`config.mk`:
```
export PLATFORM = sky130hd
export DESIGN_NAME = sar_rx_top
export DESIGN_NICKNAME = d
export VERILOG_FILES = /design/src/rtl/sar_pkg.sv /design/src/rtl/sar_sync.sv /design/src/rtl/sar_frame.sv /design/src/rtl/sar_assemble.sv /design/src/rtl/sar_rx_top.sv
export SDC_FILE = /design/constraint.sdc
export NUM_CORES = 1
export LEC_CHECK = 0
export BUFFER_PORTS_ARGS = -buffer_cell sky130_fd_sc_hd__buf_2
export CAP_MARGIN = 20
export CORE_ASPECT_RATIO = 1.5
export CORE_MARGIN = 4
export CORE_UTILIZATION = 50
export CTS_CLUSTER_DIAMETER = 200
export DETAILED_ROUTE_END_ITERATION = 16
export PLACE_DENSITY = 0.76
export SYNTH_ARGS = -nofsm -noshare
export SYNTH_HDL_FRONTEND = slang
export SYNTH_SLANG_ARGS = --single-unit
```
`constraint.sdc`:
```
create_clock -name clk -period 3.9 [get_ports clk]
set_input_delay 0.78 -clock clk [delete_from_list [all_inputs] [get_ports clk]]
set_output_delay 0.78 -clock clk [all_outputs]
set_load 0.03 [all_outputs]
```
`src/rtl/sar_pkg.sv`:
```
package sar_pkg;

   localparam int unsigned WORD_W = 32;
   localparam int unsigned CNT_W  = $clog2(WORD_W + 1);

   typedef enum logic [2:0] {
      LEN32  = 3'd0,
      LEN24  = 3'd1,
      LEN20  = 3'd2,
      LEN18  = 3'd3,
      LEN16  = 3'd4,
      LEN16P = 3'd5,
      LEN8   = 3'd6,
      LEN8P  = 3'd7
   } len_code_e;

   // number of bits carried by one sample for a given length code
   function automatic logic [CNT_W-1:0] len_bits(input logic [2:0] code);
      logic [CNT_W-1:0] r;
      case (code)
         LEN32:         r = CNT_W'(32);
         LEN24:         r = CNT_W'(24);
         LEN20:         r = CNT_W'(20);
         LEN18:         r = CNT_W'(18);
         LEN16, LEN16P: r = CNT_W'(16);
         default:       r = CNT_W'(8);
      endcase
      return r;
   endfunction

   function automatic logic is_packed(input logic [2:0] code);
      return (code == LEN16P) || (code == LEN8P);
   endfunction

endpackage

```
`src/rtl/sar_sync.sv`:
```
module sar_sync #(
   parameter int unsigned N_SIG  = 3,
   parameter int unsigned STAGES = 2
) (
   input  logic             clk,
   input  logic             rst_n,
   input  logic [N_SIG-1:0] d_i,
   output logic [N_SIG-1:0] q_o
);

   if (STAGES < 2) begin : g_bad_stages
      $error("sar_sync: STAGES must be at least 2");
   end
   if (N_SIG < 1) begin : g_bad_width
      $error("sar_sync: N_SIG must be at least 1");
   end

   logic [STAGES-1:0][N_SIG-1:0] chain_q;

   always_ff @(posedge clk or negedge rst_n) begin
      if (!rst_n) chain_q <= '0;
      else        chain_q <= {chain_q[STAGES-2:0], d_i};
   end

   assign q_o = chain_q[STAGES-1];

endmodule

```
`src/rtl/sar_frame.sv`:
```
module sar_frame
   import sar_pkg::*;
(
   input  logic              clk,
   input  logic              rst_n,
   input  logic              en_i,
   input  logic              bit_stb_i,
   input  logic              ws_i,
   input  logic              sd_i,
   input  logic              fmt_lj_i,
   input  logic [2:0]        len_code_i,
   output logic              done_o,
   output logic              done_left_o,
   output logic [WORD_W-1:0] data_o
);

   logic             ws_p1_q, ws_p2_q;
   logic             ws_eff, ws_eff_prev;
   logic             slot_start, slot_left;
   logic [CNT_W-1:0] target;
   logic [CNT_W-1:0] cnt_q;
   logic [WORD_W-1:0] shreg_q;
   logic             left_q, done_q;

   // word-select history, advanced once per bit
   always_ff @(posedge clk or negedge rst_n) begin
      if (!rst_n) begin
         ws_p1_q <= 1'b0;
         ws_p2_q <= 1'b0;
      end else if (bit_stb_i) begin
         ws_p1_q <= ws_i;
         ws_p2_q <= ws_p1_q;
      end
   end

   // standard framing looks one bit further back than left-justified
   assign ws_eff      = fmt_lj_i ? ws_i    : ws_p1_q;
   assign ws_eff_prev = fmt_lj_i ? ws_p1_q : ws_p2_q;
   assign slot_start  = ws_eff ^ ws_eff_prev;
   assign slot_left   = fmt_lj_i ? ws_eff : ~ws_eff;
   assign target      = len_bits(len_code_i);

   always_ff @(posedge clk or negedge rst_n) begin
      if (!rst_n) begin
         cnt_q   <= '0;
         shreg_q <= '0;
         left_q  <= 1'b0;
         done_q  <= 1'b0;
      end else begin
         done_q <= 1'b0;
         if (!en_i) begin
            cnt_q <= '0;
         end else if (bit_stb_i) begin
            if (slot_start) begin
               shreg_q <= {{(WORD_W-1){1'b0}}, sd_i};
               cnt_q   <= CNT_W'(1);
               left_q  <= slot_left;
            end else if ((cnt_q != '0) && (cnt_q < target)) begin
               shreg_q <= {shreg_q[WORD_W-2:0], sd_i};
               cnt_q   <= cnt_q + CNT_W'(1);
               if (cnt_q + CNT_W'(1) == target) done_q <= 1'b1;
            end
         end
      end
   end

   assign done_o      = done_q;
   assign done_left_o = left_q;
   assign data_o      = shreg_q;


   idle_no_done_chk: assert property (@(posedge clk) disable iff (!rst_n)
      !en_i |=> !done_q);

   done_full_len_chk: assert property (@(posedge clk) disable iff (!rst_n)
      done_q |-> (cnt_q == target));

endmodule

```
`src/rtl/sar_assemble.sv`:
```
module sar_assemble
   import sar_pkg::*;
(
   input  logic              clk,
   input  logic              rst_n,
   input  logic              en_i,
   input  logic              done_i,
   input  logic              done_left_i,
   input  logic [WORD_W-1:0] data_i,
   input  logic [2:0]        len_code_i,
   input  logic              mono_i,
   input  logic              rd_i,
   input  logic              ovr_clr_i,
   input  logic              ovr_set_i,
   input  logic [1:0]        chovr_clr_i,
   input  logic [1:0]        chovr_set_i,
   output logic              rdy_o,
   output logic [WORD_W-1:0] hold_o,
   output logic              ovr_o,
   output logic [1:0]        chovr_o
);

   localparam int unsigned HALF_W = WORD_W / 2;

   logic              pack_mode;
   logic [HALF_W-1:0] left_q;
   logic              have_left_q;
   logic              deliver;
   logic [WORD_W-1:0] word;
   logic              lost;
   logic [1:0]        lost_ch;
   logic              rdy_q, ovr_q;
   logic [1:0]        chovr_q;
   logic [WORD_W-1:0] hold_q;

   assign pack_mode = is_packed(len_code_i) && !mono_i;

   always_comb begin
      deliver = 1'b0;
      word    = data_i;
      if (done_i) begin
         if (mono_i) begin
            deliver = done_left_i;
         end else if (pack_mode) begin
            if (!done_left_i && have_left_q) begin
               deliver = 1'b1;
               if (len_code_i == LEN16P)
                  word = {data_i[HALF_W-1:0], left_q};
               else
                  word = {{HALF_W{1'b0}}, data_i[7:0], left_q[7:0]};
            end
         end else begin
            deliver = 1'b1;
         end
      end
   end

   // a read in the same cycle as a delivery counts as having consumed the old word
   assign lost    = deliver && rdy_q && !rd_i;
   assign lost_ch = done_left_i ? 2'b01 : 2'b10;

   always_ff @(posedge clk or negedge rst_n) begin
      if (!rst_n) begin
         left_q      <= '0;
         have_left_q <= 1'b0;
      end else if (!en_i) begin
         have_left_q <= 1'b0;
      end else if (done_i && pack_mode) begin
         have_left_q <= done_left_i;
         if (done_left_i) left_q <= data_i[HALF_W-1:0];
      end
   end

   always_ff @(posedge clk or negedge rst_n) begin
      if (!rst_n) begin
         rdy_q   <= 1'b0;
         hold_q  <= '0;
         ovr_q   <= 1'b0;
         chovr_q <= '0;
      end else begin
         rdy_q   <= deliver | (rdy_q & ~rd_i);
         if (deliver) hold_q <= word;
         ovr_q   <= (ovr_q & ~ovr_clr_i) | ovr_set_i | lost;
         chovr_q <= (chovr_q & ~chovr_clr_i) | chovr_set_i | (lost ? lost_ch : 2'b00);
      end
   end

   assign rdy_o   = rdy_q;
   assign hold_o  = hold_q;
   assign ovr_o   = ovr_q;
   assign chovr_o = chovr_q;


   deliver_rdy_chk: assert property (@(posedge clk) disable iff (!rst_n)
      deliver |=> rdy_q);

   read_clears_chk: assert property (@(posedge clk) disable iff (!rst_n)
      (rd_i && !deliver) |=> !rdy_q);

   lost_flag_chk: assert property (@(posedge clk) disable iff (!rst_n)
      (deliver && rdy_q && !rd_i) |=> ovr_q);

   ovr_set_chk: assert property (@(posedge clk) disable iff (!rst_n)
      ovr_set_i |=> ovr_q);

   ch_set_chk: assert property (@(posedge clk) disable iff (!rst_n)
      chovr_set_i[1] |=> chovr_q[1]);

   mono_right_chk: assert property (@(posedge clk) disable iff (!rst_n)
      (mono_i && done_i && !done_left_i && !rdy_q) |=> !rdy_q);

endmodule

```
`src/rtl/sar_rx_top.sv`:
```
module sar_rx_top
   import sar_pkg::*;
#(
   parameter int unsigned SYNC_STAGES = 2
) (
   input  logic        clk,
   input  logic        rst_n,
   input  logic        bclk_i,
   input  logic        ws_i,
   input  logic        sd_i,
   input  logic        loop_sd_i,
   input  logic        fmt_lj_i,
   input  logic [2:0]  len_code_i,
   input  logic        mono_i,
   input  logic        loop_en_i,
   input  logic        rx_on_i,
   input  logic        rx_off_i,
   input  logic        hold_rd_i,
   input  logic        ovr_clr_i,
   input  logic        ovr_set_i,
   input  logic [1:0]  chovr_clr_i,
   input  logic [1:0]  chovr_set_i,
   output logic        rx_active_o,
   output logic        rdy_o,
   output logic [31:0] hold_o,
   output logic        ovr_o,
   output logic [1:0]  chovr_o
);

   if (WORD_W != 32) begin : g_bad_word
      $error("sar_rx_top: word width must be 32");
   end

   logic              sd_sel;
   logic [2:0]        sync_q;
   logic              bclk_s, ws_s, sd_s, bclk_d_q, bit_stb;
   logic              en_q;
   logic              done, done_left;
   logic [WORD_W-1:0] data;

   assign sd_sel = loop_en_i ? loop_sd_i : sd_i;

   sar_sync #(.N_SIG(3), .STAGES(SYNC_STAGES)) u_sync (
      .clk   (clk),
      .rst_n (rst_n),
      .d_i   ({bclk_i, ws_i, sd_sel}),
      .q_o   (sync_q)
   );

   assign {bclk_s, ws_s, sd_s} = sync_q;

   always_ff @(posedge clk or negedge rst_n) begin
      if (!rst_n) bclk_d_q <= 1'b0;
      else        bclk_d_q <= bclk_s;
   end

   assign bit_stb = bclk_s & ~bclk_d_q;

   always_ff @(posedge clk or negedge rst_n) begin
      if (!rst_n)        en_q <= 1'b0;
      else if (rx_off_i) en_q <= 1'b0;
      else if (rx_on_i)  en_q <= 1'b1;
   end

   sar_frame u_frame (
      .clk         (clk),
      .rst_n       (rst_n),
      .en_i        (en_q),
      .bit_stb_i   (bit_stb),
      .ws_i        (ws_s),
      .sd_i        (sd_s),
      .fmt_lj_i    (fmt_lj_i),
      .len_code_i  (len_code_i),
      .done_o      (done),
      .done_left_o (done_left),
      .data_o      (data)
   );

   sar_assemble u_asm (
      .clk         (clk),
      .rst_n       (rst_n),
      .en_i        (en_q),
      .done_i      (done),
      .done_left_i (done_left),
      .data_i      (data),
      .len_code_i  (len_code_i),
      .mono_i      (mono_i),
      .rd_i        (hold_rd_i),
      .ovr_clr_i   (ovr_clr_i),
      .ovr_set_i   (ovr_set_i),
      .chovr_clr_i (chovr_clr_i),
      .chovr_set_i (chovr_set_i),
      .rdy_o       (rdy_o),
      .hold_o      (hold_o),
      .ovr_o       (ovr_o),
      .chovr_o     (chovr_o)
   );

   assign rx_active_o = en_q;


   off_wins_chk: assert property (@(posedge clk) disable iff (!rst_n)
      rx_off_i |=> !en_q);

   on_sets_chk: assert property (@(posedge clk) disable iff (!rst_n)
      (rx_on_i && !rx_off_i) |=> en_q);

endmodule

```
==> results.toml, run 1 <==
[clocking]
cts_setup_buffers = 0
path_clk_slew_ns = 0.07
numCtsBuffers = 9
h-tree-depth = 3
clock_sink_count = 103
hold_buffers = 0
clockBufferDepth = 2
cts_resized = 0
insertion_delay_ns = 0.35
cts_tree = "built"
clockRootBuffer = "clkbuf_16"

[logic_synthesis]
syn-num-nets = 452
synth_cells = 425
yosys_warnings = 0
ys_seq_elements = 103
syn-cell-area_um2 = 4637
synth-seq-area-share_pct = 55.59
synth_cell_types = 48
async_flop_share_pct = 100.0
syn_avg_cell_area_um2 = 10.91
synth-edff-count = 0
synth_ff_type = "dfrtp_1"

[critical_path]
slowest_delay_ns = 0.47
critical_path_arrival_ns = 3.37
r2r_start = "u_frame.cnt_q[4]$_DFFE_PN0P_"
crit_path_cell_trace = "buf_2, nand2b_1, or2_2, ha_1, o2111a_1, o41ai_4, and3_2, o21ai_2, buf_4, a22o_1"
worstPathRequired_ns = 4.18
setup.worst_path.start = "len_code_i[1]"
crit_fanout = 20
path_buf_inv = 2
end_kind = "register"
crit_slowest_cell = "o21ai_2"
crit_type = "in -> reg"
cp-start-kind = "primary input"
crit_family = "compound AO/OA/AOI/OAI gates"

[sta]
worst_clock_skew_ns = 0.006013
tns_ns = 0
fin_crit_sh_pct = 79.07
min_period_ns = 3.084
hold_viol = 0
rsz0062_at_grt = "no"
setup_viol = 0
fmax_ghz = 0.3243
relSlewSlack_pct = 39.87
worstMarginPinSlew_ns = 0.9020
slew_violations = 0

[floorplan]
start_util_pct = 51.90
fp.coreArea_um2 = 8934
rows = 42
die-area_um2 = 10910
fp.dieW_um = 86.63
die_h_um = 125.9
io_pins = 58

[layout]
diodes = 0
final_layout_size_suffix_gt1_share_pct = 23.08
postLayoutCellArea_um2 = 5314
final_nets = 503
areaGrowthSynthToFinish_pct = 14.60

[global_route]
grt_pass1_vias = 3489
grt_usage_pct = 19.61
antenna_found_initial = 0
grt_first_pass_wirelength_mm = 16.87
grt_overflow = 0
grt_max_degree = 74

[run_status]
run_status = "complete, no violations"

[power_and_ir_drop]
internal_power_uw = 1658
clkPwrFrac_pct = 41.6
swShare_pct = 23.30
power_frac_comb_pct = 6.5
p_per_area_nw_per_um2 = 406.8
pwr-share-seq_pct = 51.9
p_leak_uw = 0.002526
netSwitchingPower_uw = 503.5
max-vdd-ir-drop_v = 0.0003113

[route]
met1Wirelength_mm = 4.126
drc_errors = 0
met2_length_mm = 5.259
firstDrtPassIters = 4
antenna_left = 0
viasPerCell = 5.809
finalWirelength_mm = 10.15
met3_length_um = 438
top_layer = "met4"
vias = 3433
avgRoutedWirePerCell_um = 17.17
drtIter0Drc = 424

[placed_design]
place_congestion = 0.8949
portBuffers = 57
dpl_cell_area_um2 = 5015
dpl.hpwl_mm = 7.100

[job]
drv_cap = 0

[min_path]
min_path_type = "reg -> reg"
min-delay-start = "u_sync.chain_q[2]$_DFF_PN0_"
[logic make-up after synthesis]
group / Yosys count / synth area share, %
adder cells (fa/ha/maj): 6 / 1.619
flip-flops: 103 / 55.59
AND/OR/NAND/NOR: 118 / 13.01
buffers and inverters: 33 / 3.562
AO/OA/AOI/OAI: 127 / 17.65
XOR/XNOR: 9 / 1.700
multiplexers: 29 / 6.881
[power by group through the flow]
stage | Combinational [µW] | Sequential, µW | Clock (µW)
2_1_floorplan | 81.2 | 1140 | 0
3_3_place_gp | 138 | 1140 | 0
3_5_place_dp | 142 | 1140 | 0
4_1_cts | 142 | 1120 | 916
5_1_grt | 158 | 1120 | 959
6_report | 141 | 1120 | 899
[layout by cell type (no fill, tap or decap), types with 2 or more instances in the layout]
cell type,count
a21oi_1,25
a22o_1,31
a31oi_1,7
and3_1,19
buf_2,56
buf_4,10
clkbuf_16,9
clkinv_2,2
dfrtp_1,103
ha_1,6
inv_1,7
mux2_2,20
mux2i_1,8
nand2_1,53
nand2b_1,6
nand3_1,13
nand4b_1,2
nor2_1,7
nor2_2,2
nor2b_1,2
o21a_1,2
o21ai_0,52
or3_1,3
xnor2_1,6
xor2_1,3
[final timing paths]
path                                                   to  slack (ns)  cells after the start
setup / recovery           u_frame.data_o[12]$_DFFE_PN0P_        0.82                     10
hold / removal                    u_sync.q_o[2]$_DFF_PN0_        0.35                      0
setup reg to reg           u_frame.data_o[12]$_DFFE_PN0P_        1.33                      7
hold reg to reg                   u_sync.q_o[2]$_DFF_PN0_        0.35                      0
max in group asynchronous  u_frame.data_o[27]$_DFFE_PN0P_        2.57                      2
min in group asynchronous     u_sync.chain_q[0]$_DFF_PN0_        0.55                      1
[metal layers]
layer | global-route usage (%) | vias to the layer above
met5 | 0 | -
met4 | 8.532 | 0
met3 | 3.333 | 29
met2 | 33.09 | 97
met1 | 24.44 | 1673
li1 | - | 1634
[state kept, by name, summed over array words and instances (netlist names), 2 cells and up]
register / cells
u_frame.cnt_q: 6
u_asm.hold_o: 32
u_sync.q_o: 3
u_asm.chovr_o: 2
u_asm.left_q: 16
u_sync.chain_q: 3
u_frame.data_o: 32
[final cells by class]
cell class / count / area (µm²)
clock inverters: 5 / 56.30
repair buffers: 66 / 355.3
inverters: 7 / 26.28
flip-flops and latches: 103 / 2577
multi-input cells: 289 / 1918
fillers: 763 / 3620
clock buffers: 11 / 242.7
well taps: 110 / 137.6
[stage by stage]
step	util, %	hold slack (ns)	total power, µW	std cells	worst slack (ns)
finish	59.48	0.3476	2162	591	0.8163
global route	59.48	0.3585	2241	591	0.6452
CTS	59.48	0.3510	2180	591	0.8637
detailed placement	56.13	0.3355	1283	575	0.5146
global placement	56.13	0.3334	1278	575	0.6126
floorplan	-	0.3312	1216	425	0.9978
[synthesized netlist by cell type, drive strengths merged, types with 2 or more instances]
cell,number,area share (%)
mux2i,9,2.0
inv,7,0.57
nand3,13,1.4
clkbuf,11,0.89
nand2,53,4.3
nor2b,2,0.27
dfrtp,103,56
xor2,3,0.57
mux2,20,4.9
or3,3,0.40
nor2,9,0.78
o21ai,53,5.7
o21a,2,0.32
nand4b,2,0.38
a21oi,25,2.7
ha,6,1.6
and3,20,2.7
a22o,31,5.9
xnor2,6,1.1
a31oi,7,0.94
nand2b,6,0.81
buf,15,2.1
No activity file was read; power rests on OpenSTA's default activity.
==> run 2, diff against run 1 <==
PLACE_DENSITY = 0.79   (was 0.76)
clock period = 2.56 ns   (was 3.9 ns; I/O delays follow)
==> run 2 against run 1 <==
Against the previous run:
- clock skew barely moved
- critical endpoint is now u_frame.data_o[17]$_DFFE_PN0P_
- core utilization rose by 1.4 points
- clock power rose by 46%
- critical path depth fell by 1
- critical path type unchanged
==> results.toml, run 2 (synthesized netlist as in run 1, its figures left out) <==
[clocking]
cts_tree = "built"
path_clk_slew_ns = 0.07
clock_sink_count = 103
hold_buffers = 0
insertion_delay_ns = 0.35
cts_resized = 0
cts_setup_buffers = 0
numCtsBuffers = 9
clockBufferDepth = 2
clockRootBuffer = "clkbuf_16"
h-tree-depth = 3

[layout]
areaGrowthSynthToFinish_pct = 17.35
final_common_cell = "dfrtp_1"
final_nets = 518
final_layout_size_suffix_gt1_share_pct = 25.40
postLayoutCellArea_um2 = 5441
diodes = 0
most-common-layout-cells = "103 x dfrtp_1, 56 x buf_2, 53 x nand2_1"

[run_status]
run_status = "complete, no violations"

[route]
finalWirelength_mm = 10.42
viasPerCell = 5.781
antenna_left = 0
firstDrtPassIters = 4
drc_errors = 0
drtIter0Drc = 325
avgRoutedWirePerCell_um = 17.19
vias = 3503

[placed_design]
pre_cts_ws_ns = -0.1447
dpl.hpwl_mm = 7.577
place_congestion = 0.9190
dpl_cell_area_um2 = 5156
portBuffers = 57

[power_and_ir_drop]
fin_total_pwr_uw = 3258
power_frac_comb_pct = 7.5
p_leak_uw = 0.002597
internal_power_uw = 2476
p_per_area_nw_per_um2 = 598.8
pwr-share-seq_pct = 52.3
max-vdd-ir-drop_v = 0.0004403
netSwitchingPower_uw = 782.5
clkPwrFrac_pct = 40.2
swShare_pct = 24.02

[global_route]
grt_pass1_vias = 3510
grt_max_degree = 50
grt_usage_pct = 20.10
grt_overflow = 0
grt_use_met1_pct = 23.20
grtUsageMet3_pct = 4.052
grt_use_met2_pct = 34.99
antenna_found_initial = 0
gr-max-usage-layer = "met2"
grt_first_pass_wirelength_mm = 17.19

[floorplan]
fp.dieW_um = 86.63
start_util_pct = 51.90
die-area_um2 = 10910
rows = 42
io_pins = 58
die_h_um = 125.9
fp.coreArea_um2 = 8934

[sta]
rsz0062_at_grt = "no"
worst_clock_skew_ns = 0.006149
fmax_ghz = 0.4194
timing.final.ws_setup_ns = 0.1756
slew_violations = 0
setup_viol = 0
hold_viol = 0
holdWs_ns = 0.06986
fin_crit_sh_pct = 93.14
worstMarginPinSlew_ns = 0.7538
min_period_ns = 2.384
relSlewSlack_pct = 49.39

[critical_path]
crit_type = "in -> reg"
end_kind = "register"
crit_fanout = 31
critical_path_arrival_ns = 2.61
cp-start-kind = "primary input"
worstPathRequired_ns = 2.79

[job]
drv_cap = 0

[min_path]
min_path_type = "in -> async"
[run 2: cell count changes in the layout (fill, tap and decap cells not counted), sizes merged]
cell,delta
buf,+15
clkbuf,+2
bufinv,-1
clkinv,-1
[run 2: power groups by stage]
stage | combinational (µW) | clock, µW | sequential, µW
after detailed placement | 244 | 0 | 1740
after global placement | 235 | 0 | 1740
after CTS | 246 | 1340 | 1710
after global routing | 270 | 1400 | 1710
after floorplan | 124 | 0 | 1730
final | 244 | 1310 | 1710
[run 2: worst max-delay path: stages]
cell	delay, ns
buf_2	0.11
or3_1	0.43
ha_1	0.34
o2111a_1	0.23
o41ai_4	0.11
and3_2	0.25
and3_1	0.19
buf_12	0.18
a22o_1	0.25
[run 2: layer usage]
layer  part of all wire [%]  up-vias
li1                       -     1661
met1                     38     1715
met2                     55       99
met3                    4.6       28
met4                    2.5        0
met5                      0        -
[run 2: area by class of cell]
cell class	instances	area [µm²]
clock buffer	13	260.3
clock inverter	3	25.02
fill	736	3492
inverter	7	26.28
multi-input combinational	289	1922
sequential	103	2577
tap	110	137.6
timing repair buffer	81	493.0
[run 2: worst paths after layout]
| check | startpoint | end | slack [ns] | cells past startpoint |
|---|---|---|---|---|
| hold reg to reg | u_sync.chain_q[2]$_DFF_PN0_ | u_sync.q_o[2]$_DFF_PN0_ | 0.36 | 0 |
| setup / recovery | len_code_i[2] | u_frame.data_o[17]$_DFFE_PN0P_ | 0.18 | 9 |
| max in group asynchronous | rst_n | u_asm.hold_o[12]$_DFFE_PN0P_ | 1.79 | 2 |
| min in group clk | ws_i | u_sync.chain_q[1]$_DFF_PN0_ | 0.27 | 1 |
| hold / removal | rst_n | u_asm.ovr_o$_DFF_PN0_ | 0.07 | 1 |
| setup reg to reg | u_frame.cnt_q[3]$_DFFE_PN0P_ | u_frame.data_o[17]$_DFFE_PN0P_ | 0.41 | 7 |
[run 2: per-stage QoR]
step	instances	utilization (%)	setup TNS, ns
after CTS	606	60.91	0
final	606	60.91	0
after detailed placement	590	57.72	-4.484
after global routing	606	60.91	0
after floorplan	425	-	0
after global placement	590	57.72	-2.239
==> run 3, diff against run 2 <==
CAP_MARGIN = 10   (was 20)
PLACE_DENSITY = 0.73   (was 0.79)
==> run 3 against run 2 <==
Against the previous run:
- wire length up 5.9%
- design area up 1.8%
- first-iteration DRC count up 0.92%
- global-route usage up 1.2 points
- core utilization up 1.1 points
- critical path depth up 1
- register-to-register slack better by 0.02 ns
- power up 8.6%
- worst setup slack worse by 0.062 ns
- flip-flop and latch count unchanged
- die area unchanged
- final cell count up 0.66%
- critical endpoint is now u_frame.data_o[18]$_DFFE_PN0P_
==> results.toml, run 3 (synthesized netlist as in run 1, its figures left out) <==
[run_status]
run_status = "complete, no violations"

[clocking]
clockBufferDepth = 2
clockRootBuffer = "clkbuf_16"
insertion_delay_ns = 0.35
path_clk_slew_ns = 0.06
numCtsBuffers = 9
hold_buffers = 0
clock_sink_count = 103
h-tree-depth = 3
cts_resized = 0
cts_setup_buffers = 0
cts_tree = "built"

[sta]
fin_crit_sh_pct = 95.55
setup_viol = 0
worstMarginPinSlew_ns = 0.7920
tns_ns = 0
fmax_ghz = 0.4088
timing.final.ws_setup_ns = 0.1138
rsz0062_at_grt = "no"
worst_clock_skew_ns = 0.008523
slew_violations = 0
hold_viol = 0
relSlewSlack_pct = 46.82
min_period_ns = 2.446

[power_and_ir_drop]
max-vdd-ir-drop_v = 0.0005122
netSwitchingPower_uw = 792.8
p_per_area_nw_per_um2 = 639.2
swShare_pct = 22.40
internal_power_uw = 2747
pwr-share-seq_pct = 48.2
clkPwrFrac_pct = 44.8
p_leak_uw = 0.002653
power_frac_comb_pct = 7.0

[floorplan]
fp.coreArea_um2 = 8934
io_pins = 58
rows = 42
start_util_pct = 51.90
die_h_um = 125.9
die-area_um2 = 10910
fp.dieW_um = 86.63

[critical_path]
setup.worst_path.start = "len_code_i[2]"
end_kind = "register"
r2r_start = "u_frame.cnt_q[2]$_DFFE_PN0P_"
cp-start-kind = "primary input"
regToRegSetupSlack_ns = 0.43
critical_path_arrival_ns = 2.72
worstPathRequired_ns = 2.84
timing.rr.end = "u_frame.cnt_q[5]$_DFFE_PN0P_"
reg2regPathDepth = 7
crit_type = "in -> reg"
crit_fanout = 31

[layout]
areaGrowthSynthToFinish_pct = 19.43
final_util_pct = 61.99
diodes = 0
regArea_um2 = 2577
final_nets = 522
most-common-layout-cells = "103 x dfrtp_1, 56 x buf_2, 53 x nand2_1"
multiInputGateArea_um2 = 1922
n_fill_cell = 758
final_layout_size_suffix_gt1_share_pct = 26.40
final_common_cell = "dfrtp_1"

[global_route]
grt_overflow = 0
grt_usage_pct = 21.27
grt_max_degree = 46
grt_pass1_vias = 3642
antenna_found_initial = 0
grt_first_pass_wirelength_mm = 18.02

[route]
viasPerCell = 5.823
avgRoutedWirePerCell_um = 18.08
antenna_left = 0
drc_errors = 0
drtIter0Drc = 328
finalWirelength_mm = 11.03
vias = 3552
firstDrtPassIters = 5

[job]
drv_cap = 0

[placed_design]
portBuffers = 57
dpl.hpwl_mm = 7.919
place_congestion = 0.9433
pre_cts_ws_ns = -0.2096

[min_path]
min_path_type = "in -> async"
-- run 3: cell count changes in the layout (fill, tap and decap cells not counted) --
cell        change
clkinv_4        -1
inv_6           +1
clkbuf_8        -1
clkbuf_1        -2
bufinv_16       +3
clkinvlp_4      -1
clkinv_2        +1
buf_4           +4
-- run 3: power groups by stage --
stage	Combinational, µW	Sequential, µW	Clock (µW)
detailed placement	250	1740	0
global route	272	1710	1690
CTS	250	1710	1610
floorplan	124	1730	0
finish	247	1710	1590
global placement	241	1740	0
-- run 3: worst max path at each step --
| stage | to | slack (ns) | cells past startpoint |
|---|---|---|---|
| floorplan | u_frame.data_o[1]$_DFFE_PN0P_ | 0.004 | 9 |
| global placement | u_frame.cnt_q[5]$_DFFE_PN0P_ | -0.09 | 10 |
| detailed placement | u_frame.data_o[25]$_DFFE_PN0P_ | -0.21 | 10 |
| CTS | u_frame.data_o[18]$_DFFE_PN0P_ | 0.13 | 10 |
| global route | u_frame.data_o[4]$_DFFE_PN0P_ | 0.05 | 10 |
| finish | u_frame.data_o[18]$_DFFE_PN0P_ | 0.11 | 10 |
-- run 3: critical path, cell delays in order --
cell and delay (ns):
buf_2 0.11, or3_1 0.43, nand2_1 0.14, ha_1 0.26, a21o_1 0.18, a21oi_2 0.21
and3_2 0.24, and3_1 0.24, buf_12 0.21, a22o_1 0.18
-- run 3: area by class of cell --
type | instances | share of cell area (%)
inverter | 7 | 0.4745
sequential | 103 | 46.54
clock inverter | 6 | 2.033
tap | 110 | 2.485
multi-input combinational | 289 | 34.70
clock buffer | 10 | 4.315
timing repair buffer | 85 | 9.444
-- run 3: per-stage QoR --
| stage | area [µm²] | hold WS [ns] | std cells | power, µW |
|---|---|---|---|---|
| final | 5538 | 0.1227 | 610 | 3540 |
| after global routing | 5538 | 0.1507 | 610 | 3676 |
| after CTS | 5538 | 0.1325 | 610 | 3565 |
| after detailed placement | 5186 | 0.3386 | 594 | 1989 |
| after global placement | 5186 | 0.3354 | 594 | 1977 |
| after floorplan | 4641 | 0.2164 | 425 | 1853 |
-- run 3: layer usage --
layer  global-route usage (%)  vias up  wire length (µm)
met3                    4.771       32               512
met1                    24.09     1727              4086
met2                    37.65      126              6080
met4                    9.174        0               348
li1                         -     1667                 -
met5                        0        -                 0
